## src/rtl/cclk_flow_pkg.sv

```systemverilog
package cclk_flow_pkg;

  // Card request cannot be served by the FIFO.
  function automatic logic fifo_blocks(input logic rx, input int lvl, input int depth);
    return rx ? (lvl >= depth) : (lvl == 0);
  endfunction

  // Paused transfer may continue.
  function automatic logic fifo_recovers(input logic rx, input int lvl, input int depth,
                                         input logic all_stored);
    if (rx) return (depth - lvl) >= (depth / 2);
    return (lvl >= depth / 2) || all_stored;
  endfunction

endpackage

```

## src/rtl/xfer_left_cnt.sv

```systemverilog
module xfer_left_cnt #(
  parameter int LEN_W = 8
) (
  input  logic             clk,
  input  logic             rst_n,
  input  logic             start,
  input  logic [LEN_W-1:0] len,
  input  logic             push,
  output logic [LEN_W-1:0] left,
  output logic             all_stored
);
  logic dec_evt;
  assign dec_evt    = push && !start && (left != '0);
  assign all_stored = (left == '0);

  always_ff @(posedge clk or negedge rst_n) begin
    if (!rst_n)       left <= '0;
    else if (start)   left <= len;
    else if (dec_evt) left <= left - 1'b1;
  end

  p_load_r9: assert property (@(posedge clk) disable iff (!rst_n)
    start |=> (left == $past(len)));
  p_floor_r9: assert property (@(posedge clk) disable iff (!rst_n)
    (!start && left == '0) |=> (left == '0));
endmodule

```

## src/rtl/cclk_stall_fsm.sv

```systemverilog
module cclk_stall_fsm
  import cclk_flow_pkg::*;
#(
  parameter int DEPTH = 8,
  parameter int LVL_W = 4
) (
  input  logic             clk,
  input  logic             rst_n,
  input  logic             fc_on,
  input  logic             dir_rx,
  input  logic [LVL_W-1:0] level,
  input  logic             all_stored,
  input  logic             card_tick,
  input  logic             card_req,
  output logic             cclk_en
);
  logic stall_evt, resume_evt, release_evt;

  assign stall_evt   = fc_on && cclk_en && card_tick && card_req &&
                       fifo_blocks(dir_rx, int'(level), DEPTH);
  assign resume_evt  = fc_on && !cclk_en && card_tick &&
                       fifo_recovers(dir_rx, int'(level), DEPTH, all_stored);
  assign release_evt = !fc_on && !cclk_en && card_tick;

  always_ff @(posedge clk or negedge rst_n) begin
    if (!rst_n)                         cclk_en <= 1'b1;
    else if (stall_evt)                 cclk_en <= 1'b0;
    else if (resume_evt || release_evt) cclk_en <= 1'b1;
  end

  p_tick_only_r6: assert property (@(posedge clk) disable iff (!rst_n)
    (cclk_en != $past(cclk_en)) |-> $past(card_tick));
  p_tx_pause_r2: assert property (@(posedge clk) disable iff (!rst_n)
    (fc_on && cclk_en && card_tick && card_req && !dir_rx && level == '0) |=> !cclk_en);
  p_rx_pause_r4: assert property (@(posedge clk) disable iff (!rst_n)
    (fc_on && cclk_en && card_tick && card_req && dir_rx && int'(level) == DEPTH) |=> !cclk_en);
  p_rx_resume_r5: assert property (@(posedge clk) disable iff (!rst_n)
    (fc_on && !cclk_en && card_tick && dir_rx && 2 * int'(level) <= DEPTH) |=> cclk_en);
  p_off_runs_r10: assert property (@(posedge clk) disable iff (!rst_n)
    (!fc_on && card_tick) |=> cclk_en);
endmodule

```

## src/rtl/xfer_err_flags.sv

```systemverilog
module xfer_err_flags #(
  parameter int DEPTH = 8,
  parameter int LVL_W = 4
) (
  input  logic             clk,
  input  logic             rst_n,
  input  logic             fc_on,
  input  logic             dir_rx,
  input  logic [LVL_W-1:0] level,
  input  logic             card_tick,
  input  logic             card_req,
  input  logic             cclk_en,
  input  logic [1:0]       err_clr,
  output logic             underrun_err,
  output logic             overrun_err
);
  logic served, under_evt, over_evt;

  assign served    = !fc_on && cclk_en && card_tick && card_req;
  assign under_evt = served && !dir_rx && (level == '0);
  assign over_evt  = served && dir_rx && (int'(level) >= DEPTH);

  always_ff @(posedge clk or negedge rst_n) begin
    if (!rst_n) begin
      underrun_err <= 1'b0;
      overrun_err  <= 1'b0;
    end else begin
      if (under_evt)       underrun_err <= 1'b1;
      else if (err_clr[0]) underrun_err <= 1'b0;
      if (over_evt)        overrun_err  <= 1'b1;
      else if (err_clr[1]) overrun_err  <= 1'b0;
    end
  end

  p_blocked_r7: assert property (@(posedge clk) disable iff (!rst_n)
    fc_on |=> !($rose(underrun_err) || $rose(overrun_err)));
  p_set_wins_r8: assert property (@(posedge clk) disable iff (!rst_n)
    (!fc_on && card_tick && card_req && cclk_en && !dir_rx && level == '0) |=> underrun_err);
  p_clear_r8: assert property (@(posedge clk) disable iff (!rst_n)
    (err_clr[1] && !card_req) |=> !overrun_err);
endmodule

```

## src/rtl/cclk_flow_ctl.sv

```systemverilog
module cclk_flow_ctl #(
  parameter int DEPTH = 8,
  parameter int LEN_W = 8,
  localparam int LVL_W = $clog2(DEPTH + 1)
) (
  input  logic             clk,
  input  logic             rst_n,
  input  logic             cfg_we,
  input  logic             cfg_fc,
  input  logic             dir_rx,
  input  logic             xfer_start,
  input  logic [LEN_W-1:0] xfer_len,
  input  logic             host_push,
  input  logic [LVL_W-1:0] fifo_level,
  input  logic             card_tick,
  input  logic             card_req,
  input  logic [1:0]       err_clr,
  output logic             fc_on,
  output logic             cclk_en,
  output logic             stalled,
  output logic             underrun_err,
  output logic             overrun_err,
  output logic [LEN_W-1:0] words_left
);
  logic all_stored;

  always_ff @(posedge clk or negedge rst_n) begin
    if (!rst_n)      fc_on <= 1'b0;
    else if (cfg_we) fc_on <= cfg_fc;
  end

  assign stalled = !cclk_en;

  xfer_left_cnt #(.LEN_W(LEN_W)) u_left (
    .clk(clk), .rst_n(rst_n), .start(xfer_start), .len(xfer_len),
    .push(host_push), .left(words_left), .all_stored(all_stored)
  );

  cclk_stall_fsm #(.DEPTH(DEPTH), .LVL_W(LVL_W)) u_fsm (
    .clk(clk), .rst_n(rst_n), .fc_on(fc_on), .dir_rx(dir_rx),
    .level(fifo_level), .all_stored(all_stored), .card_tick(card_tick),
    .card_req(card_req), .cclk_en(cclk_en)
  );

  xfer_err_flags #(.DEPTH(DEPTH), .LVL_W(LVL_W)) u_err (
    .clk(clk), .rst_n(rst_n), .fc_on(fc_on), .dir_rx(dir_rx),
    .level(fifo_level), .card_tick(card_tick), .card_req(card_req),
    .cclk_en(cclk_en), .err_clr(err_clr), .underrun_err(underrun_err),
    .overrun_err(overrun_err)
  );

  p_reset_r1: assert property (@(posedge clk) disable iff (!rst_n)
    $past(!rst_n) |-> (!fc_on && cclk_en && !underrun_err && !overrun_err));
endmodule

```

## config.mk

```make
export PLATFORM = sky130hd
export DESIGN_NAME = cclk_flow_ctl
export DESIGN_NICKNAME = d
export VERILOG_FILES = /design/src/rtl/cclk_flow_pkg.sv /design/src/rtl/xfer_left_cnt.sv /design/src/rtl/cclk_stall_fsm.sv /design/src/rtl/xfer_err_flags.sv /design/src/rtl/cclk_flow_ctl.sv
export SDC_FILE = /design/constraint.sdc
export NUM_CORES = 1
export LEC_CHECK = 0
export CAP_MARGIN = 30
export CORE_ASPECT_RATIO = 0.7
export CORE_MARGIN = 3
export CORE_UTILIZATION = 30
export CTS_BUF_LIST = sky130_fd_sc_hd__clkbuf_2
export DETAILED_ROUTE_END_ITERATION = 8
export PLACE_DENSITY = 0.6
export SYNTH_ARGS = -nofsm -noshare
export SYNTH_HDL_FRONTEND = slang
export SYNTH_SLANG_ARGS = --single-unit
```

## constraint.sdc

```tcl
create_clock -name clk -period 2.8 [get_ports clk]
set_clock_uncertainty 0.15 [all_clocks]
set_input_delay 0.56 -clock clk [delete_from_list [all_inputs] [get_ports clk]]
set_output_delay 0.56 -clock clk [all_outputs]
set_load 0.05 [all_outputs]
```

==> results.md, run 1 <==
- Status: completed
- Num CTS Buffers: 3
- Critical Path RT: between 2 and 2.5 ns
- Multiplexer area fraction after synthesis: 0%
- Async S/R FF share, synth: 100%
- Core outline area: 2280 um^2
- Layout area overhead: 53.5%
- Largest family of logic cells by synthesized area: compound AO/OA/AOI/OAI gates
- Max-cap viol count: 0
- Overall power: approximately 0.0005 W
- # diodes: 0
- Compound-gate portion of the synthesized area: 25.8%
- Initial Utilization: around 33%
- Number of routed nets with antenna violations: 0
- I/O pin cnt: 36
- Max IR drop VDD: ~280 uV
- Post-cts resize count: 0
- Cell family with most CP delay: buffers and inverters
- Hold_sp: u_err.underrun_err$_DFFE_PN0P_
- First-pass GRT wire length: around 3.6 mm
- Pins Over Slew Limit: 0
- Slew headroom: between 60 and 70%
- Fin Hold WS: approximately 0.36 ns
- RR Endpoint: u_left.left[7]$_DFFE_PN0P_
- Clk sinks: 12
- Clk buf depth: 2
- # Post-CTS Setup Buffers: 0
- Critical path data arrival time: 1.72 ns
- Worst hold endpoint: u_err.underrun_err$_DFFE_PN0P_
- Nets: 149
- Skew-Pair Late Insertion Delay: roughly 0.28 ns
- Post-Route WL: roughly 2.2 mm
- Detail Placement HPWL: about 1.7 mm
- Sequential area share after synthesis: 39.6%
- Setup Total Neg Slack: 0 ns
- Layout cell share with drive strength beyond 1: under 10%
- CP Class: reg -> out
- Most frequent cells in the layout: 35 x clkdlybuf4s50_1, 11 x dfrtp_1, 7 x inv_1
- Synth Area in Simple Gates: between 20% and 30%
- Fin crit share: 86.7%
- Fmax achieved: a little over 0.4 GHz
- Final Util: a little over 50%
- Largest net degree at the start of global routing: 15
- CP Buf/Inv Count: 1
- Launching point of the worst reg2reg path: u_left.left[3]$_DFFE_PN0P_
- Final min period: around 2.4 ns
- DR vias: about 840
- Worst setup EP type: primary output
- Syn Area/Cell: around 9.0 um^2
- Worst reg-to-reg setup slack: 0.70 ns
- Post-synth top flop: dfrtp_1
- # DRC: 0
- Initial antenna violation count: 0
- Post-synth EDFFs: 0
- WHS Path Cells: 2
- First drt pass iteration count: 4
- Unique cell type count in the Yosys netlist: 37
- DR iter-0 viols: 53
- WL/cell: 14.3 um
- Adder-cell area share of the yosys netlist: 3.28%
- Routed vias/inst: ~5.4
- Maximum net fanout on the critical path: 10
- Die height: ~48 um
- FP Rows: 14
- CP peak stage delay: ~0.9 ns
- Total power divided by cell area: 427 nW/um^2
- Final worst slack: between 0.3 and 0.4 ns
- Port Buffer Count: 35
- GRT Overall Usage: between 15 and 20%
- Commonest non-fill, non-tap cell in the layout: clkdlybuf4s50_1
- Total die area: around 3200 um^2
- Crit start category: flop
- CTS hold repair buffers: 0
- Die X: around 66 um
- GR Overflow Total: 0
- Static leakage: around 0.45 nW
- GP Congestion: 0.762
- Post-Syn Instances: 85
- Vias in the first global route: ~720
- Clock slew at reported path FFs: 0.14 ns
- RSZ-0062 raised after global routing: no
- XOR/XNOR share of the synthesized area: 0%
- Net Count, Synth: 110
- Endpoints failing setup: 0
- R2R depth: 3
- Worst-Margin Slew: ~0.58 ns
- Htree depth: 1
- Ys Warns: 0
- Critical path's slowest cell: clkdlybuf4s50_1
- Worst-path cell chain: clkdlybuf4s50_1
- Synth Cell Area: about 760 um^2
- DP Worst Slack: around 0.39 ns
- Clock root buffer master: clkbuf_2
- Fin. Hold Viols: 0
- TritonCTS clock tree: yes
- FF+latch count, synth: 12
- Worst Hold Class: reg -> reg
cell type report:
class	instances	area [um^2]
flip-flops and latches	12	302
fillers	221	1110
multi-input cells	61	407
clock buffers	3	15.0
well taps	32	40.0
repair buffers	38	373
clock inverters	1	3.75
inverters	8	30.0
per-stage QoR:
| stage | instance area, um^2 | instances |
|---|---|---|
| after floorplan | 762 | 85 |
| after detailed placement | 1150 | 151 |
| after global placement | 1150 | 151 |
| after global routing | 1170 | 155 |
| after CTS | 1170 | 155 |
| final | 1170 | 155 |
cells by family (layout without fill, tap and decap cells):
logic type | Yosys count | after routing
AND/OR/NAND/NOR | 32 | 32
AO/OA/AOI/OAI | 27 | 27
flip-flops | 12 | 12
buffers and inverters | 12 | 50
adder cells (fa/ha/maj) | 2 | 2
registers in the layout (all words and copies together) (netlist names):
signal              flops
u_err.underrun_err      1
fc_on                   1
u_fsm.cclk_en           1
u_err.overrun_err       1
u_left.left             8
power by group:
group / internal (W) / leakage (nW) / switching (W)
logic: 0.0000821 / 0.296 / 0.000111
registers: 0.000189 / 0.144 / 0.0000242
clock network: 0.0000310 / 0.0140 / 0.0000625
total: 0.000302 / 0.454 / 0.000197
per-layer routing:
metal	vias up	GRT usage [%]	wire [um]
li1	413	-	-
met1	396	22.2	1090
met2	31	20.7	945
met3	4	6.45	174
met4	0	2.43	10
met5	-	0	0
synth_stat cells (2+ instances only):
cell type	n	share of area, %
o2111ai_1	4	4.6
nand2_1	5	2.5
nand3_1	3	2.0
inv_1	7	3.4
nor3_1	2	1.3
nand4_1	3	2.5
ha_1	2	3.3
a211o_1	2	2.3
o211ai_1	3	3.0
a31oi_1	3	2.5
nor3b_1	3	3.0
or4_1	2	2.0
o41ai_1	2	2.3
o21ai_0	3	2.0
nor2_1	5	2.5
clkbuf_1	2	0.99
a21oi_1	3	2.0
o31ai_1	2	2.0
dfrtp_1	11	36
how the worst max path moves through the flow:
| stage | from | to | slack, ns | cells after the start |
|---|---|---|---|---|
| 2_1_floorplan | u_left.left[3]$_DFFE_PN0P_ | u_left.left[7]$_DFFE_PN0P_ | 0.56 | 5 |
| 3_3_place_gp | host_push | u_left.left[7]$_DFFE_PN0P_ | 0.41 | 4 |
| 3_5_place_dp | host_push | u_left.left[7]$_DFFE_PN0P_ | 0.39 | 4 |
| 4_1_cts | u_left.left[3]$_DFFE_PN0P_ | words_left[3] | 0.37 | 1 |
| 5_1_grt | u_left.left[3]$_DFFE_PN0P_ | words_left[3] | 0.29 | 1 |
| 6_report | u_left.left[3]$_DFFE_PN0P_ | words_left[3] | 0.37 | 1 |
Power figures use the tool's default switching activity.
==> run 2, diff against run 1 <==
--- a/config.mk
+++ b/config.mk
@@ -12,6 +12,7 @@
 export CTS_BUF_LIST = sky130_fd_sc_hd__clkbuf_2
 export DETAILED_ROUTE_END_ITERATION = 8
 export PLACE_DENSITY = 0.6
+export RECOVER_POWER = 50
 export SYNTH_ARGS = -nofsm -noshare
 export SYNTH_HDL_FRONTEND = slang
 export SYNTH_SLANG_ARGS = --single-unit
==> run 2 against run 1 <==
Compared with the run above: clock-buffer cell count stayed put; hold slack hardly changed; critical path depth unchanged; sequential power barely moved.
==> results.md, run 2 (synthesized netlist as in run 1, its figures left out) <==
- Cell family with most CP delay: buffers and inverters (unchanged)
- Largest net degree at the start of global routing: 15 (unchanged)
- Total power divided by cell area: 428 nW/um^2 (was 427 nW/um^2)
- Fin. Hold Viols: 0 (unchanged)
- Static leakage: 0.448 nW (was 0.454 nW)
- Worst Hold Class: reg -> reg (unchanged)
- Sw Ratio: 39.7% (was 39.5%)
- Core outline area: 2280 um^2 (unchanged)
- First-pass GRT wire length: 3.58 mm (unchanged)
- Fin Hold WS: 0.363 ns (about the same)
- Clock slew at reported path FFs: 0.14 ns (about the same)
- Port Buffer Count: 35 (unchanged)
- Max-cap viol count: 0 (unchanged)
- Total die area: 3190 um^2 (unchanged)
- Overall power: 0.000497 W (was 0.000499 W)
- CP Buf/Inv Count: 1 (unchanged)
- Htree depth: 1 (unchanged)
- DR vias: 848 (was 844)
- Critical path data arrival time: 1.72 ns (about the same)
- Skew-Pair Late Insertion Delay: 0.28 ns (about the same)
- Layout area overhead: 52.5% (was 53.5%)
- GRT Overall Usage: 15.1% (unchanged)
- Maximum net fanout on the critical path: 10 (unchanged)
- WL met2: 943 um (was 945 um)
- Num CTS Buffers: 3 (unchanged)
- Die height: 48.2 um (unchanged)
- Crit start category: flop (unchanged)
- Hold_sp: u_err.underrun_err$_DFFE_PN0P_ (unchanged)
- Status: completed (unchanged)
- Worst Setup SP: u_left.left[3]$_DFFE_PN0P_ (unchanged)
- Post-Route M1 WL: 1.09 mm (about the same)
- Slew headroom: 60.9% (was 61.3%)
- Fin crit share: 86.8% (was 86.7%)
- Layout cell share with drive strength beyond 1: 5.69% (was 7.32%)
- RSZ-0062 raised after global routing: no (unchanged)
- # Post-CTS Setup Buffers: 0 (unchanged)
- WL/cell: 14.3 um (about the same)
- Max layer used: met4 (unchanged)
- TritonCTS clock tree: yes (unchanged)
- I/O pin cnt: 36 (unchanged)
- Initial Utilization: 33.5% (unchanged)
- Setup Total Neg Slack: 0 ns (unchanged)
- Worst-path cell chain: clkdlybuf4s50_1 (unchanged)
- Post-cts resize count: 0 (unchanged)
- Worst-Margin Slew: 0.585 ns (was 0.579 ns)
- Vias in the first global route: 716 (unchanged)
- Die X: 66.2 um (unchanged)
- Switch Pwr: 0.000197 W (about the same)
- Fmax achieved: 0.411 GHz (was 0.412 GHz)
- Critical Path RT: 2.09 ns (about the same)
- CP Class: reg -> out (unchanged)
- Cells after DPL: 151 (unchanged)
- # diodes: 0 (unchanged)
- Fill cells: 224 (was 221)
- Worst hold endpoint: u_err.underrun_err$_DFFE_PN0P_ (unchanged)
- Number of routed nets with antenna violations: 0 (unchanged)
- Logic pwr share: 38.3% (was 38.6%)
- Clk sinks: 12 (unchanged)
- Most frequent cells in the layout: 31 x clkdlybuf4s50_1, 11 x dfrtp_1, 7 x inv_1 (was 35 x clkdlybuf4s50_1, 11 x dfrtp_1, 7 x inv_1)
- First drt pass iteration count: 4 (unchanged)
- Worst setup EP type: primary output (unchanged)
- # DRC: 0 (unchanged)
- Detail Placement HPWL: 1.68 mm (unchanged)
- R2R depth: 3 (unchanged)
- Clk buf depth: 2 (unchanged)
- Worst reg-to-reg setup slack: 0.69 ns (was 0.70 ns)
- CTS hold repair buffers: 0 (unchanged)
- GP Congestion: 0.762 (unchanged)
- Number of flip-flops in the largest register: 8 (unchanged)
- Clock root buffer master: clkbuf_2 (unchanged)
- CP peak stage delay: 0.88 ns (about the same)
- Pins Over Slew Limit: 0 (unchanged)
- Finished Layout Cells: 155 (unchanged)
- Critical path's slowest cell: clkdlybuf4s50_1 (unchanged)
- Most flop-heavy register: u_left.left (unchanged)
- Endpoints failing setup: 0 (unchanged)
- Initial antenna violation count: 0 (unchanged)
- GR Overflow Total: 0 (unchanged)
- Max IR drop VDD: 277 uV (about the same)
- FP Rows: 14 (unchanged)
- Final min period: 2.43 ns (about the same)
- Nets: 149 (unchanged)
- Launching point of the worst reg2reg path: u_left.left[3]$_DFFE_PN0P_ (unchanged)
- Flop pwr share: 42.9% (was 42.7%)
- Routed vias/inst: 5.47 (was 5.45)
- Commonest non-fill, non-tap cell in the layout: clkdlybuf4s50_1 (unchanged)
- Post-Route WL: 2.22 mm (about the same)
- Internal power: 0.000299 W (was 0.000302 W)
- WHS Path Cells: 2 (unchanged)
- DR iter-0 viols: 53 (unchanged)
- Final Util: 51.0% (was 51.4%)
- Clock Power Share: 18.8% (was 18.7%)
- Routed wl met3: 178 um (was 174 um)
- RR Endpoint: u_left.left[7]$_DFFE_PN0P_ (unchanged)
==> run 2: changes by cell type in the layout (fill, tap and decap cells not counted), sizes merged <==
cell / before / now
buf: 3 / 1
dlygate4sd3: 0 / 4
clkdlybuf4s50: 35 / 31
clkbuf: 3 / 5
==> run 2: layer usage <==
metal | vias up | track usage [%]
met5 | - | 0
met1 | 399 | 22.2
met4 | 0 | 2.43
li1 | 414 | -
met3 | 4 | 6.45
met2 | 31 | 20.7
==> run 2: power by group through the flow <==
| stage | logic (W) | registers, W | clock network (W) |
|---|---|---|---|
| after floorplan | 0.0000597 | 0.000262 | 0 |
| after global placement | 0.000192 | 0.000216 | 0 |
| after detailed placement | 0.000192 | 0.000215 | 0 |
| after CTS | 0.000193 | 0.000212 | 0.0000994 |
| after global routing | 0.000204 | 0.000217 | 0.000107 |
| final | 0.000190 | 0.000213 | 0.0000934 |
==> run 2: worst max path at each step <==
| stage | endpoint | depth (start not counted) |
|---|---|---|
| floorplan | u_left.left[7]$_DFFE_PN0P_ | 5 |
| global placement | u_left.left[7]$_DFFE_PN0P_ | 4 |
| detailed placement | u_left.left[7]$_DFFE_PN0P_ | 4 |
| CTS | words_left[3] | 1 |
| global route | words_left[3] | 1 |
| finish | words_left[3] | 1 |
==> run 2: stage by stage <==
step,area [um^2],setup slack [ns]
floorplan,762,0.563
global placement,1150,0.412
detailed placement,1150,0.395
CTS,1170,0.369
global route,1160,0.294
finish,1160,0.368
==> run 2: tightest hold or removal path, delay by kind of cell, from the launching register on <==
| family | cells | cell delay (ns) |
|---|---|---|
| AOI/OAI and AO/OA | 1 | 0.06 |
| and+or+nand+nor | 1 | 0.06 |
| DFF | 1 | 0.37 |
==> run 2: area by class of cell <==
type	count	area [um^2]	area share [%]
inverters	8	30.0	2.58
well taps	32	40.0	3.44
multi-input cells	61	407	35.0
clock inverters	1	3.75	0.323
repair buffers	38	365	31.4
clock buffers	3	15.0	1.29
flip-flops and latches	12	302	25.9
